## src/rtl/io_intr_pkg.sv

```systemverilog
package io_intr_pkg;
  // Strobes from control to the flag/register datapath
  typedef struct packed {
    logic inpDo;
    logic outDo;
    logic ionDo;
    logic iofDo;
    logic intDone;
    logic setPend;
  } ioStrobes_t;

  localparam int NUM_IO_OPS = 6;
  localparam int EXEC_STEP  = 3;
  localparam int INT_STEPS  = 3;
endpackage

```

## src/rtl/io_intr_ctrl.sv

```systemverilog
module io_intr_ctrl
  import io_intr_pkg::*;
#(
  parameter int WORD_W = 16,
  parameter int SC_W   = 4
) (
  input  logic [SC_W-1:0]   timeStep,
  input  logic [WORD_W-1:0] irWord,
  input  logic              iBit,
  input  logic              intCycle,
  input  logic              fgiFlag,
  input  logic              fgoFlag,
  input  logic              ienFlag,
  output ioStrobes_t        strb,
  output logic              pcInc,
  output logic              arClr,
  output logic              trLoadPc,
  output logic              memWrTr,
  output logic              pcClr,
  output logic              scClr
);
  localparam int OPC_HI = WORD_W - 2;
  localparam int OPC_LO = WORD_W - 4;
  localparam int SEL_HI = WORD_W - 5;
  localparam int SEL_LO = SEL_HI - NUM_IO_OPS + 1;

  logic [INT_STEPS-1:0]  rStep;
  logic [NUM_IO_OPS-1:0] sel;
  logic                  ioStep;
  logic                  skipHit;

  // One decoded strobe per interrupt-cycle step
  for (genvar k = 0; k < INT_STEPS; k++) begin : gRStep
    assign rStep[k] = intCycle && (timeStep == SC_W'(k));
  end

  assign ioStep = !intCycle && iBit && (&irWord[OPC_HI:OPC_LO])
                  && (timeStep == SC_W'(EXEC_STEP));
  assign sel    = ioStep ? irWord[SEL_HI:SEL_LO] : '0;

  // sel[5]=input, [4]=output, [3]=skip in, [2]=skip out, [1]=enable, [0]=disable
  assign skipHit = (sel[3] && fgiFlag) || (sel[2] && fgoFlag);

  always_comb begin
    strb.inpDo   = sel[5];
    strb.outDo   = sel[4];
    strb.ionDo   = sel[1];
    strb.iofDo   = sel[0];
    strb.intDone = rStep[2];
    strb.setPend = (timeStep >= SC_W'(EXEC_STEP)) && ienFlag && (fgiFlag || fgoFlag);
  end

  assign arClr    = rStep[0];
  assign trLoadPc = rStep[0];
  assign memWrTr  = rStep[1];
  assign pcClr    = rStep[1];
  assign scClr    = rStep[2];
  assign pcInc    = rStep[2] || skipHit;
endmodule

```

## src/rtl/io_intr_regs.sv

```systemverilog
module io_intr_regs
  import io_intr_pkg::*;
#(
  parameter int CHAR_W = 8
) (
  input  logic              clk,
  input  logic              rstN,
  input  ioStrobes_t        strb,
  input  logic [CHAR_W-1:0] acLow,
  input  logic              devInStrobe,
  input  logic [CHAR_W-1:0] devInData,
  input  logic              devOutDone,
  output logic              fgiFlag,
  output logic              fgoFlag,
  output logic              ienFlag,
  output logic              intCycle,
  output logic [CHAR_W-1:0] inprData,
  output logic [CHAR_W-1:0] outrData
);
  always_ff @(posedge clk or negedge rstN) begin
    if (!rstN) begin
      fgiFlag  <= 1'b0;
      fgoFlag  <= 1'b1;
      ienFlag  <= 1'b0;
      intCycle <= 1'b0;
      inprData <= '0;
      outrData <= '0;
    end else begin
      // new character wins over the input instruction's clear
      if (devInStrobe)     fgiFlag <= 1'b1;
      else if (strb.inpDo) fgiFlag <= 1'b0;
      // output instruction's clear wins over device done
      if (strb.outDo)      fgoFlag <= 1'b0;
      else if (devOutDone) fgoFlag <= 1'b1;
      if (strb.ionDo)                     ienFlag <= 1'b1;
      else if (strb.iofDo || strb.intDone) ienFlag <= 1'b0;
      if (strb.intDone)      intCycle <= 1'b0;
      else if (strb.setPend) intCycle <= 1'b1;
      if (devInStrobe) inprData <= devInData;
      if (strb.outDo)  outrData <= acLow;
    end
  end
endmodule

```

## src/rtl/io_intr_unit.sv

```systemverilog
module io_intr_unit
  import io_intr_pkg::*;
#(
  parameter int WORD_W = 16,
  parameter int SC_W   = 4,
  parameter int CHAR_W = 8
) (
  input  logic              clk,
  input  logic              rstN,
  input  logic [SC_W-1:0]   timeStep,
  input  logic [WORD_W-1:0] irWord,
  input  logic              iBit,
  input  logic [CHAR_W-1:0] acLow,
  input  logic              devInStrobe,
  input  logic [CHAR_W-1:0] devInData,
  input  logic              devOutDone,
  output logic [CHAR_W-1:0] inprData,
  output logic [CHAR_W-1:0] outrData,
  output logic              acOrEn,
  output logic              outrLoad,
  output logic              pcInc,
  output logic              arClr,
  output logic              trLoadPc,
  output logic              memWrTr,
  output logic              pcClr,
  output logic              scClr,
  output logic              intCycle,
  output logic              fgiFlag,
  output logic              fgoFlag,
  output logic              ienFlag
);
  ioStrobes_t strb;

  io_intr_ctrl #(.WORD_W(WORD_W), .SC_W(SC_W)) uCtrl (
    .timeStep(timeStep), .irWord(irWord), .iBit(iBit),
    .intCycle(intCycle), .fgiFlag(fgiFlag), .fgoFlag(fgoFlag), .ienFlag(ienFlag),
    .strb(strb), .pcInc(pcInc), .arClr(arClr), .trLoadPc(trLoadPc),
    .memWrTr(memWrTr), .pcClr(pcClr), .scClr(scClr)
  );

  io_intr_regs #(.CHAR_W(CHAR_W)) uRegs (
    .clk(clk), .rstN(rstN), .strb(strb), .acLow(acLow),
    .devInStrobe(devInStrobe), .devInData(devInData), .devOutDone(devOutDone),
    .fgiFlag(fgiFlag), .fgoFlag(fgoFlag), .ienFlag(ienFlag),
    .intCycle(intCycle), .inprData(inprData), .outrData(outrData)
  );

  assign acOrEn   = strb.inpDo;
  assign outrLoad = strb.outDo;
endmodule

```

## config.mk

```make
export PLATFORM = sky130hd
export DESIGN_NAME = io_intr_unit
export DESIGN_NICKNAME = d
export VERILOG_FILES = /design/src/rtl/io_intr_pkg.sv /design/src/rtl/io_intr_ctrl.sv /design/src/rtl/io_intr_regs.sv /design/src/rtl/io_intr_unit.sv
export SDC_FILE = /design/constraint.sdc
export NUM_CORES = 1
export LEC_CHECK = 0
export BUFFER_PORTS_ARGS = -buffer_cell sky130_fd_sc_hd__buf_2
export CAP_MARGIN = 5
export CORE_ASPECT_RATIO = 1.1
export CORE_MARGIN = 5
export CORE_UTILIZATION = 39
export DETAILED_ROUTE_END_ITERATION = 16
export GPL_TIMING_DRIVEN = 1
export PLACE_DENSITY_LB_ADDON = 0.05
export SLEW_MARGIN = 10
export SYNTH_ARGS = -nofsm -noshare
export SYNTH_HDL_FRONTEND = slang
export SYNTH_SLANG_ARGS = --single-unit
```

## constraint.sdc

```tcl
create_clock -name clk -period 1.81 [get_ports clk]
set_clock_uncertainty 0.15 [all_clocks]
set_input_delay 0.362 -clock clk [delete_from_list [all_inputs] [get_ports clk]]
set_output_delay 0.362 -clock clk [all_outputs]
set_load 0.01 [all_outputs]
```

==> impl_metrics.json <==
{
  "ys_ff_latch": 20,
  "leakagePower_nw": 0.704,
  "period_share_pct": 99.2,
  "root_buffer": "clkbuf_4",
  "wire_per_inst_um": 12.9,
  "finalCoreUtilization_pct": 59.4,
  "syn_avg_cell_area_sq_um": 13.6,
  "die_x_um": 56.1,
  "clk_pin_slew_ns": 0.10,
  "num_vias": 778,
  "required_ns": 1.30,
  "pre_cts_ws_ns": -0.0394,
  "grt_pass1_wl_um": 3260,
  "first_global_vias": 777,
  "report.final.slew_viol_count": 0,
  "antenna_found_initial": 0,
  "r2r_slack_ns": 0.07,
  "min_path_type": "in -> reg",
  "gp_congestion": 0.834,
  "critPathMaxStageDelay_ns": 0.48,
  "finalHoldViolCount": 0,
  "clock-sinks": 20,
  "synth_nets": 108,
  "fmax_mhz": 557,
  "die_height_um": 60.8,
  "vias_per_cell": 4.72,
  "io_pins": 69,
  "drive_above_1_share_pct": 70.4,
  "netlist.area_leader.share_pct": 52.1,
  "synth_cells": 67,
  "critPathBufInv": 1,
  "portBuffers": 61,
  "tns_ns": 0,
  "yosys_warnings": 0,
  "synth_ff_type": "dfrtp_1",
  "diodes": 0,
  "cts_buffers": 3,
  "fillerInstances": 212,
  "end_kind": "output pin",
  "cts_tree": "yes",
  "worstPathArrival_ns": 1.28,
  "rsz0062_at_grt": "yes",
  "clkLatencyLatePin_ns": 0.29,
  "max_slew_margin_pct": 72.0,
  "crit_chain": "o41ai_2 > buf_2",
  "peakVddDrop_mv": 0.573,
  "status": "finished, final reports clean",
  "finalSetupViolCount": 0,
  "synthArstFlopShare_pct": 100,
  "track_usage_pct": 12.4,
  "drt-initial-drc-count": 16,
  "yosysSeqAreaShare_pct": 54.9,
  "yosys-top-cells-count": "19 x dfrtp_1, 16 x mux2_2, 5 x nor2_1",
  "critical_path_class": "reg -> out",
  "dieArea_sq_um": 3410,
  "yosysMostFrequentCell": "dfrtp_1",
  "crit_family": "flip-flops",
  "synth_edf_count": 0,
  "core_area_sq_um": 2250,
  "start_kind": "register",
  "clock_path_buffers": 2,
  "area_growth_pct": 46.4,
  "start_util_pct": 40.6,
  "worst_pin_slew_ns": 0.419,
  "drt-total-wl_um": 2130,
  "first_pass_iters": 4,
  "synth.area.top_cells": "dfrtp_1 52%, mux2_2 20%, nand4bb_4 3.0%",
  "worstPathMaxFanout": 9,
  "syn-cell-area_sq_um": 913,
  "synth_top_area_cell": "dfrtp_1",
  "grt_max_degree": 21,
  "powerDensity_nw_per_um2": 660,
  "layout_min_cycle_time_ns": 1.80,
  "synth.distinct_cells": 25,
  "ant_nets": 0,
  "row_count": 18,
  "drt_drc_violations_left": 0,
  "max_cap_viol_count": 0,
  "fin_ws_ns": 0.0145,
  "nets": 177,
  "slowest_stage": "dfrtp_2",
  "hpwl_um": 1710,
  "h-tree-depth": 1,
  "grt_overflow": 0
}
worst paths after layout:
path / depth (start not counted) / endpoint / startpoint
worst max-delay path: 2 / pcInc / uRegs.intCycle
worst min-delay path: 2 / uRegs.fgiFlag / irWord[11]
worst max register to register: 4 / uRegs.outrData[1] / uRegs.intCycle
worst min register to register: 1 / uRegs.outrData[6] / uRegs.outrData[6]
max in group asynchronous: 2 / uRegs.fgoFlag / rstN
min in group asynchronous: 2 / uRegs.inprData[4] / rstN
cell usage in the layout (no fill, tap or decap):
master	instances
a21oi_1	1
nand4_1	2
a32o_1	1
buf_2	61
a22oi_2	1
clkbuf_4	3
nand2_1	1
or2b_1	1
nand4bb_4	1
nor4b_4	1
dlygate4sd3_1	1
o21ai_0	1
or4b_1	1
o41ai_2	1
nor3_1	2
nor2_1	5
o21a_1	1
dfrtp_2	1
mux2_2	16
dfstp_2	1
nand4b_1	1
dfrtp_1	18
nor3_2	1
inv_1	2
a31oi_1	1
buf_4	6
nor4b_2	1
nor3b_2	1
clkbuf_1	1
per-stage QoR:
stage,area (sq um),std cells,power [W],hold WS [ns]
6_report,1340,165,0.000883,0.103
5_1_grt,1340,165,0.000934,0.108
3_5_place_dp,1250,157,0.000670,0.174
4_1_cts,1310,165,0.000892,0.0960
2_1_floorplan,913,67,0.000586,-0.0836
3_3_place_gp,1250,157,0.000665,0.175
logic make-up after synthesis:
kind of cell	share of synthesized area (%)
AO/OA/AOI/OAI	5.48
buffers and inverters	4.11
flip-flops	54.9
multiplexers	19.7
AND/OR/NAND/NOR	15.8
repair_timing:
action,CTS,global route
pin swaps,1,0
hold endpoints to repair,19,0
setup buffers,3,0
endpoints found under the setup margin,7,6
hold buffers,1,0
gates cloned,0,0
resized for setup,2,4
sequential cells by signal, summed over array words and instances, names as in the netlist:
name and cells:
uRegs.fgiFlag 1, uRegs.fgoFlag 1, uRegs.ienFlag 1, uRegs.inprData 8, uRegs.intCycle 1, uRegs.outrData 8
power by group:
group          internal, W  leakage (nW)  switching [W]  total, W
Combinational    0.0000917         0.440      0.0000783  0.000170
Clock            0.0000858        0.0150       0.000125  0.000211
Sequential        0.000479         0.249      0.0000225  0.000501
Total             0.000656         0.704       0.000226  0.000883
area by class of cell:
type	instances	area (sq um)	share of cell area, %
Inverter	2	7.51	0.561
Multi-Input combinational cell	41	403	30.1
Sequential cell	20	503	37.6
Tap cell	30	37.5	2.81
Clock buffer	4	26.3	1.96
Timing Repair Buffer	68	360	26.9
worst register-to-register path, stage by stage (launching register included):
cell	delay (ns)
dfrtp_2	0.48
buf_4	0.18
nor4b_4	0.26
buf_4	0.21
mux2_2	0.35
layer usage:
layer	GRT usage, %	vias up	part of all wire (%)
li1	-	383	-
met3	5.96	3	9.3
met4	3.05	0	0.66
met2	22.4	33	51
met1	13.4	359	39
met5	0	-	0
(Power assumes the default switching activity.)
